===== src/rtl/seeprom_pkg.sv =====
package seeprom_pkg;

  typedef enum logic [2:0] {
    SEG_IDLE, SEG_SETUP, SEG_SHOUT, SEG_SHIN, SEG_STBY, SEG_POLL, SEG_CLEAN
  } seg_e;

  // Command codes, leading start bit included
  localparam logic [2:0] OPC_READ  = 3'b110;
  localparam logic [2:0] OPC_WRITE = 3'b101;
  localparam logic [4:0] OPC_WREN  = 5'b10011;
  localparam logic [4:0] OPC_WRDIS = 5'b10000;

  // Segment that runs at a given stage of a read or write
  function automatic seg_e seg_for(input logic wr, input logic [3:0] stage);
    seg_e s;
    s = SEG_IDLE;
    if (!wr) begin
      case (stage)
        4'd0: s = SEG_SETUP;
        4'd1: s = SEG_SHOUT;
        4'd2: s = SEG_SHIN;
        4'd3: s = SEG_STBY;
        default: s = SEG_IDLE;
      endcase
    end else begin
      case (stage)
        4'd0: s = SEG_SETUP;
        4'd1: s = SEG_SHOUT;
        4'd2: s = SEG_STBY;
        4'd3: s = SEG_SHOUT;
        4'd4: s = SEG_STBY;
        4'd5: s = SEG_POLL;
        4'd6: s = SEG_STBY;
        4'd7: s = SEG_SHOUT;
        4'd8: s = SEG_CLEAN;
        default: s = SEG_IDLE;
      endcase
    end
    return s;
  endfunction

  // Index of the final interval within one unit of a segment
  function automatic logic [1:0] last_phase(input seg_e s);
    logic [1:0] p;
    case (s)
      SEG_SETUP: p = 2'd1;
      SEG_SHOUT: p = 2'd2;
      SEG_SHIN:  p = 2'd1;
      SEG_STBY:  p = 2'd3;
      SEG_CLEAN: p = 2'd2;
      default:   p = 2'd0;
    endcase
    return p;
  endfunction

endpackage


===== src/rtl/seeprom_timer.sv =====
module seeprom_timer #(
  parameter int HALF_CYC = 10000
) (
  input  logic clk,
  input  logic rst_n,
  input  logic run,
  output logic tick
);
  localparam int CW = (HALF_CYC > 1) ? $clog2(HALF_CYC) : 1;
  localparam logic [CW-1:0] TOP = CW'(HALF_CYC - 1);

  logic [CW-1:0] cnt_q, cnt_d;

  assign tick = run && (cnt_q == TOP);

  always_comb begin
    if (!run || tick) cnt_d = '0;
    else              cnt_d = cnt_q + 1'b1;
  end

  always_ff @(posedge clk or negedge rst_n) begin
    if (!rst_n) cnt_q <= '0;
    else        cnt_q <= cnt_d;
  end
endmodule


===== src/rtl/seeprom_shreg.sv =====
module seeprom_shreg #(
  parameter int W = 25
) (
  input  logic         clk,
  input  logic         rst_n,
  input  logic         load,
  input  logic [W-1:0] load_val,
  input  logic         shift,
  input  logic         sin,
  output logic [W-1:0] q
);
  logic [W-1:0] q_d;

  always_comb begin
    q_d = q;
    if (load)       q_d = load_val;
    else if (shift) q_d = {q[W-2:0], sin};
  end

  always_ff @(posedge clk or negedge rst_n) begin
    if (!rst_n) q <= '0;
    else        q <= q_d;
  end
endmodule


===== src/rtl/seeprom_pindec.sv =====
module seeprom_pindec
  import seeprom_pkg::*;
(
  input  logic       clk,
  input  logic       rst_n,
  input  seg_e       seg,
  input  logic [1:0] ph,
  input  logic       dbit,
  output logic       cs,
  output logic       sk,
  output logic       di
);
  always_comb begin
    cs = 1'b0;
    sk = 1'b0;
    di = 1'b0;
    case (seg)
      SEG_SETUP: cs = (ph == 2'd1);
      SEG_SHOUT: begin cs = 1'b1; sk = (ph == 2'd1); di = dbit; end
      SEG_SHIN:  begin cs = 1'b1; sk = (ph == 2'd0); end
      SEG_STBY:  begin cs = (ph >= 2'd2); sk = (ph == 2'd1) || (ph == 2'd2); end
      SEG_POLL:  cs = 1'b1;
      SEG_CLEAN: sk = (ph == 2'd1);
      default:   ;
    endcase
  end


  di_hold_chk: assert property (@(posedge clk) disable iff (!rst_n)
    $past(sk) |-> $stable(di));
endmodule


===== src/rtl/seeprom_master.sv =====
module seeprom_master
  import seeprom_pkg::*;
#(
  parameter int HALF_CYC = 10000,
  parameter int POLL_MAX = 200,
  parameter int ADDR_W   = 6,
  parameter int DATA_W   = 16
) (
  input  logic              clk,
  input  logic              rst_n,
  input  logic              req_i,
  input  logic              wr_i,
  input  logic [ADDR_W-1:0] addr_i,
  input  logic [DATA_W-1:0] wdata_i,
  output logic              ack_o,
  output logic [DATA_W-1:0] rdata_o,
  output logic              timeout_o,
  output logic              ee_cs_o,
  output logic              ee_sk_o,
  output logic              ee_di_o,
  input  logic              ee_do_i
);
  localparam int CMD_W   = 3 + ADDR_W;
  localparam int FRAME_W = 3 + ADDR_W + DATA_W;
  localparam int CNT_MAX = (FRAME_W > POLL_MAX) ? FRAME_W : POLL_MAX;
  localparam int BW      = $clog2(CNT_MAX + 1);
  localparam int PAD_W   = ADDR_W - 2 + DATA_W;

  seg_e              seg_q, seg_d, nxt_seg;
  logic [3:0]        stage_q, stage_d, nxt_stage;
  logic [1:0]        ph_q, ph_d;
  logic [BW-1:0]     bcnt_q, bcnt_d;
  logic              wr_q, wr_d, to_q, to_d, ack_q, ack_d;
  logic [ADDR_W-1:0] addr_q, addr_d;
  logic [DATA_W-1:0] wdata_q, wdata_d, rdata_q, rdata_d;
  logic              tick, ld, sh, seg_end;
  logic [FRAME_W-1:0] ld_val, sr_q;

  seeprom_timer #(.HALF_CYC(HALF_CYC)) u_timer (
    .clk(clk), .rst_n(rst_n), .run(seg_q != SEG_IDLE), .tick(tick));

  seeprom_shreg #(.W(FRAME_W)) u_shreg (
    .clk(clk), .rst_n(rst_n), .load(ld), .load_val(ld_val), .shift(sh),
    .sin((seg_q == SEG_SHIN) && ee_do_i), .q(sr_q));

  seeprom_pindec u_pins (
    .clk(clk), .rst_n(rst_n), .seg(seg_q), .ph(ph_q), .dbit(sr_q[FRAME_W-1]),
    .cs(ee_cs_o), .sk(ee_sk_o), .di(ee_di_o));

  assign nxt_stage = stage_q + 4'd1;
  assign nxt_seg   = seg_for(wr_q, nxt_stage);

  // Frame to load when the next segment is a shift-out
  always_comb begin
    if (!wr_q)                ld_val = {OPC_READ, addr_q, {DATA_W{1'b0}}};
    else if (nxt_stage == 4'd1) ld_val = {OPC_WREN, {PAD_W{1'b0}}};
    else if (nxt_stage == 4'd3) ld_val = {OPC_WRITE, addr_q, wdata_q};
    else                      ld_val = {OPC_WRDIS, {PAD_W{1'b0}}};
  end

  always_comb begin
    seg_d = seg_q; stage_d = stage_q; ph_d = ph_q; bcnt_d = bcnt_q;
    wr_d = wr_q; addr_d = addr_q; wdata_d = wdata_q; to_d = to_q;
    rdata_d = rdata_q; ack_d = 1'b0; ld = 1'b0; sh = 1'b0; seg_end = 1'b0;
    if (seg_q == SEG_IDLE) begin
      if (req_i) begin
        seg_d = SEG_SETUP; stage_d = 4'd0; ph_d = 2'd0; bcnt_d = '0;
        wr_d = wr_i; addr_d = addr_i; wdata_d = wdata_i; to_d = 1'b0;
      end
    end else if (tick) begin
      sh = ((seg_q == SEG_SHOUT) && (ph_q == 2'd2)) ||
           ((seg_q == SEG_SHIN) && (ph_q == 2'd0));
      if (ph_q != last_phase(seg_q)) begin
        ph_d = ph_q + 2'd1;
      end else begin
        ph_d = 2'd0;
        case (seg_q)
          SEG_SHOUT, SEG_SHIN: begin
            if (bcnt_q == BW'(1)) seg_end = 1'b1;
            else                  bcnt_d = bcnt_q - 1'b1;
          end
          SEG_POLL: begin
            if (ee_do_i) seg_end = 1'b1;
            else if (bcnt_q == BW'(POLL_MAX - 1)) begin seg_end = 1'b1; to_d = 1'b1; end
            else bcnt_d = bcnt_q + 1'b1;
          end
          default: seg_end = 1'b1;
        endcase
      end
      if (seg_end) begin
        stage_d = nxt_stage; seg_d = nxt_seg; bcnt_d = '0;
        case (nxt_seg)
          SEG_SHOUT: begin
            ld = 1'b1;
            bcnt_d = (wr_q && (nxt_stage == 4'd3)) ? BW'(FRAME_W) : BW'(CMD_W);
          end
          SEG_SHIN: bcnt_d = BW'(DATA_W);
          SEG_IDLE: begin
            ack_d = 1'b1;
            rdata_d = wr_q ? '0 : sr_q[DATA_W-1:0];
          end
          default: ;
        endcase
      end
    end
  end

  always_ff @(posedge clk or negedge rst_n) begin
    if (!rst_n) begin
      seg_q <= SEG_IDLE; stage_q <= '0; ph_q <= '0; bcnt_q <= '0;
      wr_q <= 1'b0; addr_q <= '0; wdata_q <= '0; to_q <= 1'b0;
      rdata_q <= '0; ack_q <= 1'b0;
    end else begin
      seg_q <= seg_d; stage_q <= stage_d; ph_q <= ph_d; bcnt_q <= bcnt_d;
      wr_q <= wr_d; addr_q <= addr_d; wdata_q <= wdata_d; to_q <= to_d;
      rdata_q <= rdata_d; ack_q <= ack_d;
    end
  end

  assign ack_o     = ack_q;
  assign rdata_o   = rdata_q;
  assign timeout_o = to_q;


  idle_quiet_chk: assert property (@(posedge clk) disable iff (!rst_n)
    (seg_q == SEG_IDLE) |-> (!ee_cs_o && !ee_sk_o && !ee_di_o));

  pins_on_tick_chk: assert property (@(posedge clk) disable iff (!rst_n)
    !$past(tick) |-> $stable({ee_cs_o, ee_sk_o, ee_di_o}));

  poll_pins_chk: assert property (@(posedge clk) disable iff (!rst_n)
    (seg_q == SEG_POLL) |-> (ee_cs_o && !ee_sk_o && !ee_di_o));

  ack_pulse_chk: assert property (@(posedge clk) disable iff (!rst_n)
    ack_o |=> !ack_o);
endmodule


===== config.mk =====
export PLATFORM = sky130hd
export DESIGN_NAME = seeprom_master
export DESIGN_NICKNAME = d
export VERILOG_FILES = /design/src/rtl/seeprom_pkg.sv /design/src/rtl/seeprom_timer.sv /design/src/rtl/seeprom_shreg.sv /design/src/rtl/seeprom_pindec.sv /design/src/rtl/seeprom_master.sv
export SDC_FILE = /design/constraint.sdc
export NUM_CORES = 1
export LEC_CHECK = 0
export BUFFER_PORTS_ARGS = -buffer_cell sky130_fd_sc_hd__buf_4
export CORE_UTILIZATION = 24
export CTS_BUF_LIST = sky130_fd_sc_hd__clkbuf_8 sky130_fd_sc_hd__clkbuf_16
export DETAILED_ROUTE_END_ITERATION = 8
export GPL_TIMING_DRIVEN = 0
export PLACE_DENSITY = 0.35
export SYNTH_ARGS = -nofsm -noshare
export SYNTH_HDL_FRONTEND = slang
export SYNTH_SLANG_ARGS = --single-unit

===== constraint.sdc =====
create_clock -name clk -period 4.8 [get_ports clk]
set_input_delay 0.72 -clock clk [delete_from_list [all_inputs] [get_ports clk]]
set_output_delay 0.72 -clock clk [all_outputs]
set_load 0.05 [all_outputs]

==> results.txt <==
* Outcome: finished, final reports clean
* Number of synthesized register bits: between 90 and 100
* End-of-flow core utilization: just under 30%
* Post-Syn Instances: between 400 and 500
* Antenna violations before repair: 0
- For this run, the leading register cell type out of synthesis is sky130_fd_sc_hd__dfrtp_1.
- Drt initial violations: about 110
- EDFF count, synth: 0
* Worst vdd rail ir drop: 0.196 mV
- Total setup violations reported at the end of the flow: 0
- Post-DR vias/cell: ~4.5
* Count of hold buffers inserted by post-cts repair: 0
- For the pin with the worst max-slew slack, the measured transition is 1160 ps.
* Cell type with the highest aggregate area in the netlist: sky130_fd_sc_hd__dfrtp_1
- CTS Sinks: between 90 and 100
- Post-synth net total: around 520
- Top Usage Layer GRT: met2
- Summing the sequential cell areas from Yosys gives between 40 and 50% of the chip area.
- Type of the most critical hold path: primary input to asynchronous set/reset pin
- Antenna diode instance count: 0
- Mean cell area of the mapped netlist: roughly 11 um2
* Period utilisation layout: ~67%
- Number of endpoints with negative hold slack in the final report: 0
- Clock H-tree levels: 3
* Post-synthesis cell area: ~5200 um2
* Sum of negative setup slack: 0 ps
* Overall via count from detail_route: 3708
* Total setup buffers inserted after CTS: 0
- Global routing used approximately a fifth of the available met2 tracks.
- On the final layout, the worst hold slack is between 150 and 200 ps.
- The worst setup path is captured at a flip-flop.
- Number of port buffers: between 40 and 50
- Number of top-level pins: 48
- TritonCTS built the clock tree.
- GR Layer Usage met1: 16.6%
* Share of synthesized flip-flops with an asynchronous set or reset: 100%
- The total area inside the core boundary comes to approximately 21000 um2.
* Arrival @ worst endpoint: roughly 3500 ps
* Total power after layout: ~2.6 mW
- Top-area cell type share of the netlist area: a little under half
- Maxcap violations: 0
- Layout Area Growth over Synthesis: 20.0%
- Yosys cell types: just under 60
- Die Y: 149 um
* Leakage Power: 2.74 nW
* Row count: 53
- In the routed design, unresolved DRC markers number 0.
* Routed wire per std cell: 15.6 um
- Share of layout cells above drive strength 1: approximately a quarter
- The worst pin sits at a relative slew slack of a little over a fifth.
* Critical Path RT: 5040 ps
- Post-Layout Cell Count: ~820
* Synth warnings: 0
- The clock period could shrink to ~3200 ps.
* Number of CTS-inserted buffers: 9
- In this run the worst path has a maximum fanout of 10.
- PwrDens: around 420 nW/um2
* First-pass DRT Iterations: 4
- Placed Cells incl. Taps: 800
- From left edge to right edge, the die measures between 100 and 150 um.
- Once the clock tree was built, the resizer swapped 0 gates to a different size.
- Largest cells by area after synthesis: sky130_fd_sc_hd__dfrtp_1 47%, sky130_fd_sc_hd__mux2i_1 9.3%, sky130_fd_sc_hd__mux2_2 6.7%, sky130_fd_sc_hd__nand2_1 3.0%, sky130_fd_sc_hd__ha_1 2.9%
- Global routing consumed, over all layers together, between 10% and 20% of the routing resources.
- OpenSTA, run right after detailed placement, puts the worst setup slack at about 1600 ps.
* Total Wirelength: 12700 um
- After routing the design area is 6220 um2.
- Routability-driven placement finished with a final weighted congestion of 0.769.
* Initial Utilization: between 20 and 25%
- Die ar.: about 22000 um2
* Number of nets in the layout: 576
* Crit Path Class: flip-flop to flip-flop
- Wire length of the first global-routing pass: roughly 21000 um
- Maximum number of pins on one net before global-route repair: between 90 and 100
* Setup ws final: between 1500 and 2000 ps
- Sort of element at the start of the critical path: flip-flop
- Skew-Pair Late Insertion Delay: roughly 360 ps
- Setup repair after global routing left no endpoint under its margin.
- Clock buffer depth: 2
* Worst-path clk slew: roughly 70 ps
- In this run the clock root is driven by a sky130_fd_sc_hd__clkbuf_16.
- Static timing analysis puts the maximum clock frequency at 311 MHz.
- In this run the remaining antenna-violating nets after routing total 0.
- Skew final: 15.9 ps
- Cell Area, Placed: 5880 um2
- Remaining Overflow, GRT: 0
* Detailed placement HPWL: 8820 um
- Via count of the first global-routing pass: 3933
* Global Route met3 Usage: 3.12%
* Number of max-slew violations in the final report: 0
## sequential cells by signal, summed over array words and instances, names as in the netlist
register       count
u_shreg.q         25
rdata_o           16
wdata_q           16
u_timer.cnt_q     14
bcnt_q             8
addr_q             6
stage_q            4
seg_q              3
ph_q               2
ack_o              1
timeout_o          1
wr_q               1
## synth_stat cells, types with 3 or more instances
master / n
sky130_fd_sc_hd__dfrtp_1: 97
sky130_fd_sc_hd__mux2i_1: 48
sky130_fd_sc_hd__nand2_1: 41
sky130_fd_sc_hd__nor2_1: 35
sky130_fd_sc_hd__mux2_2: 31
sky130_fd_sc_hd__nor2b_1: 18
sky130_fd_sc_hd__o21ai_0: 16
sky130_fd_sc_hd__a21oi_1: 15
sky130_fd_sc_hd__clkbuf_1: 12
sky130_fd_sc_hd__ha_1: 12
sky130_fd_sc_hd__inv_1: 11
sky130_fd_sc_hd__buf_2: 10
sky130_fd_sc_hd__mux2_4: 10
sky130_fd_sc_hd__nand3_1: 10
sky130_fd_sc_hd__nor3_1: 9
sky130_fd_sc_hd__xnor2_1: 9
sky130_fd_sc_hd__xor2_1: 9
sky130_fd_sc_hd__or3_1: 7
sky130_fd_sc_hd__and3_1: 6
sky130_fd_sc_hd__nand2b_1: 6
sky130_fd_sc_hd__nand3b_1: 5
sky130_fd_sc_hd__nand4_1: 5
sky130_fd_sc_hd__buf_6: 4
sky130_fd_sc_hd__a211o_1: 3
sky130_fd_sc_hd__a31oi_1: 3
sky130_fd_sc_hd__and4_1: 3
sky130_fd_sc_hd__o211ai_1: 3
## cell usage in the layout (no fill, tap or decap), drive strengths merged, types with 4 or more instances in the layout
cell type / n
inv: 15
mux2i: 48
nor3: 9
xnor2: 9
ha: 12
nand2b: 6
nand3: 10
and3: 6
nand3b: 5
o211ai: 4
mux2: 41
nor2b: 18
nand2: 41
a21oi: 15
xor2: 9
o21ai: 17
buf: 63
dfrtp: 97
nand4: 5
or3: 7
nor2: 35
clkbuf: 21
## worst max-delay path, cell delays in order, from the launching register on
cell and delay, ps:
sky130_fd_sc_hd__dfrtp_1 500, sky130_fd_sc_hd__ha_1 250, sky130_fd_sc_hd__buf_2 170, sky130_fd_sc_hd__nor3_1 170, sky130_fd_sc_hd__a41oi_1 100, sky130_fd_sc_hd__o311ai_0 990, sky130_fd_sc_hd__and4b_1 320, sky130_fd_sc_hd__buf_6 150
sky130_fd_sc_hd__buf_12 150, sky130_fd_sc_hd__mux2_4 300
## logic make-up after synthesis
| family | count (synthesis) | synth area share, % |
|---|---|---|
| AO/OA/AOI/OAI | 62 | 7.90 |
| XOR/XNOR | 18 | 3.04 |
| adder cells (fa/ha/maj) | 12 | 2.90 |
| buffers and inverters | 38 | 3.89 |
| flip-flops | 97 | 46.9 |
| multiplexers | 89 | 18.9 |
| AND/OR/NAND/NOR | 162 | 16.5 |
## cell type report
class	instances	area, um2
Multi-Input combinational cell	343	2550
Timing Repair Buffer	48	384
Clock inverter	7	83.8
Fill cell	2220	14900
Tap cell	275	344
Clock buffer	9	225
Sequential cell	97	2430
Inverter	11	41.3
Buffer	27	160
## metal layers
layer / vias up / wire length [um]
li1: 1808 / -
met1: 1843 / 6270
met2: 46 / 6020
met3: 11 / 299
met4: 0 / 152
met5: - / 0
## where the power goes
group | internal, mW | leakage, nW | switching, mW
Sequential | 0.965 | 1.18 | 0.114
Clock | 0.415 | 0.149 | 0.356
Combinational | 0.332 | 1.41 | 0.452
Total | 1.71 | 2.74 | 0.923
## worst paths after layout
check	start	endpoint	slack, ps	depth (start not counted)
max in group asynchronous	rst_n	stage_q[3]	3920	2
min in group clk	u_timer.cnt_q[0]	u_timer.cnt_q[0]	480	1
worst max register to register	stage_q[0]	rdata_o[10]	1580	9
worst min-delay path	rst_n	addr_q[4]	160	1
worst max-delay path	stage_q[0]	rdata_o[10]	1580	9
worst min register to register	u_timer.cnt_q[0]	u_timer.cnt_q[0]	480	1
Note: power is estimated with default switching activity, not from simulation.
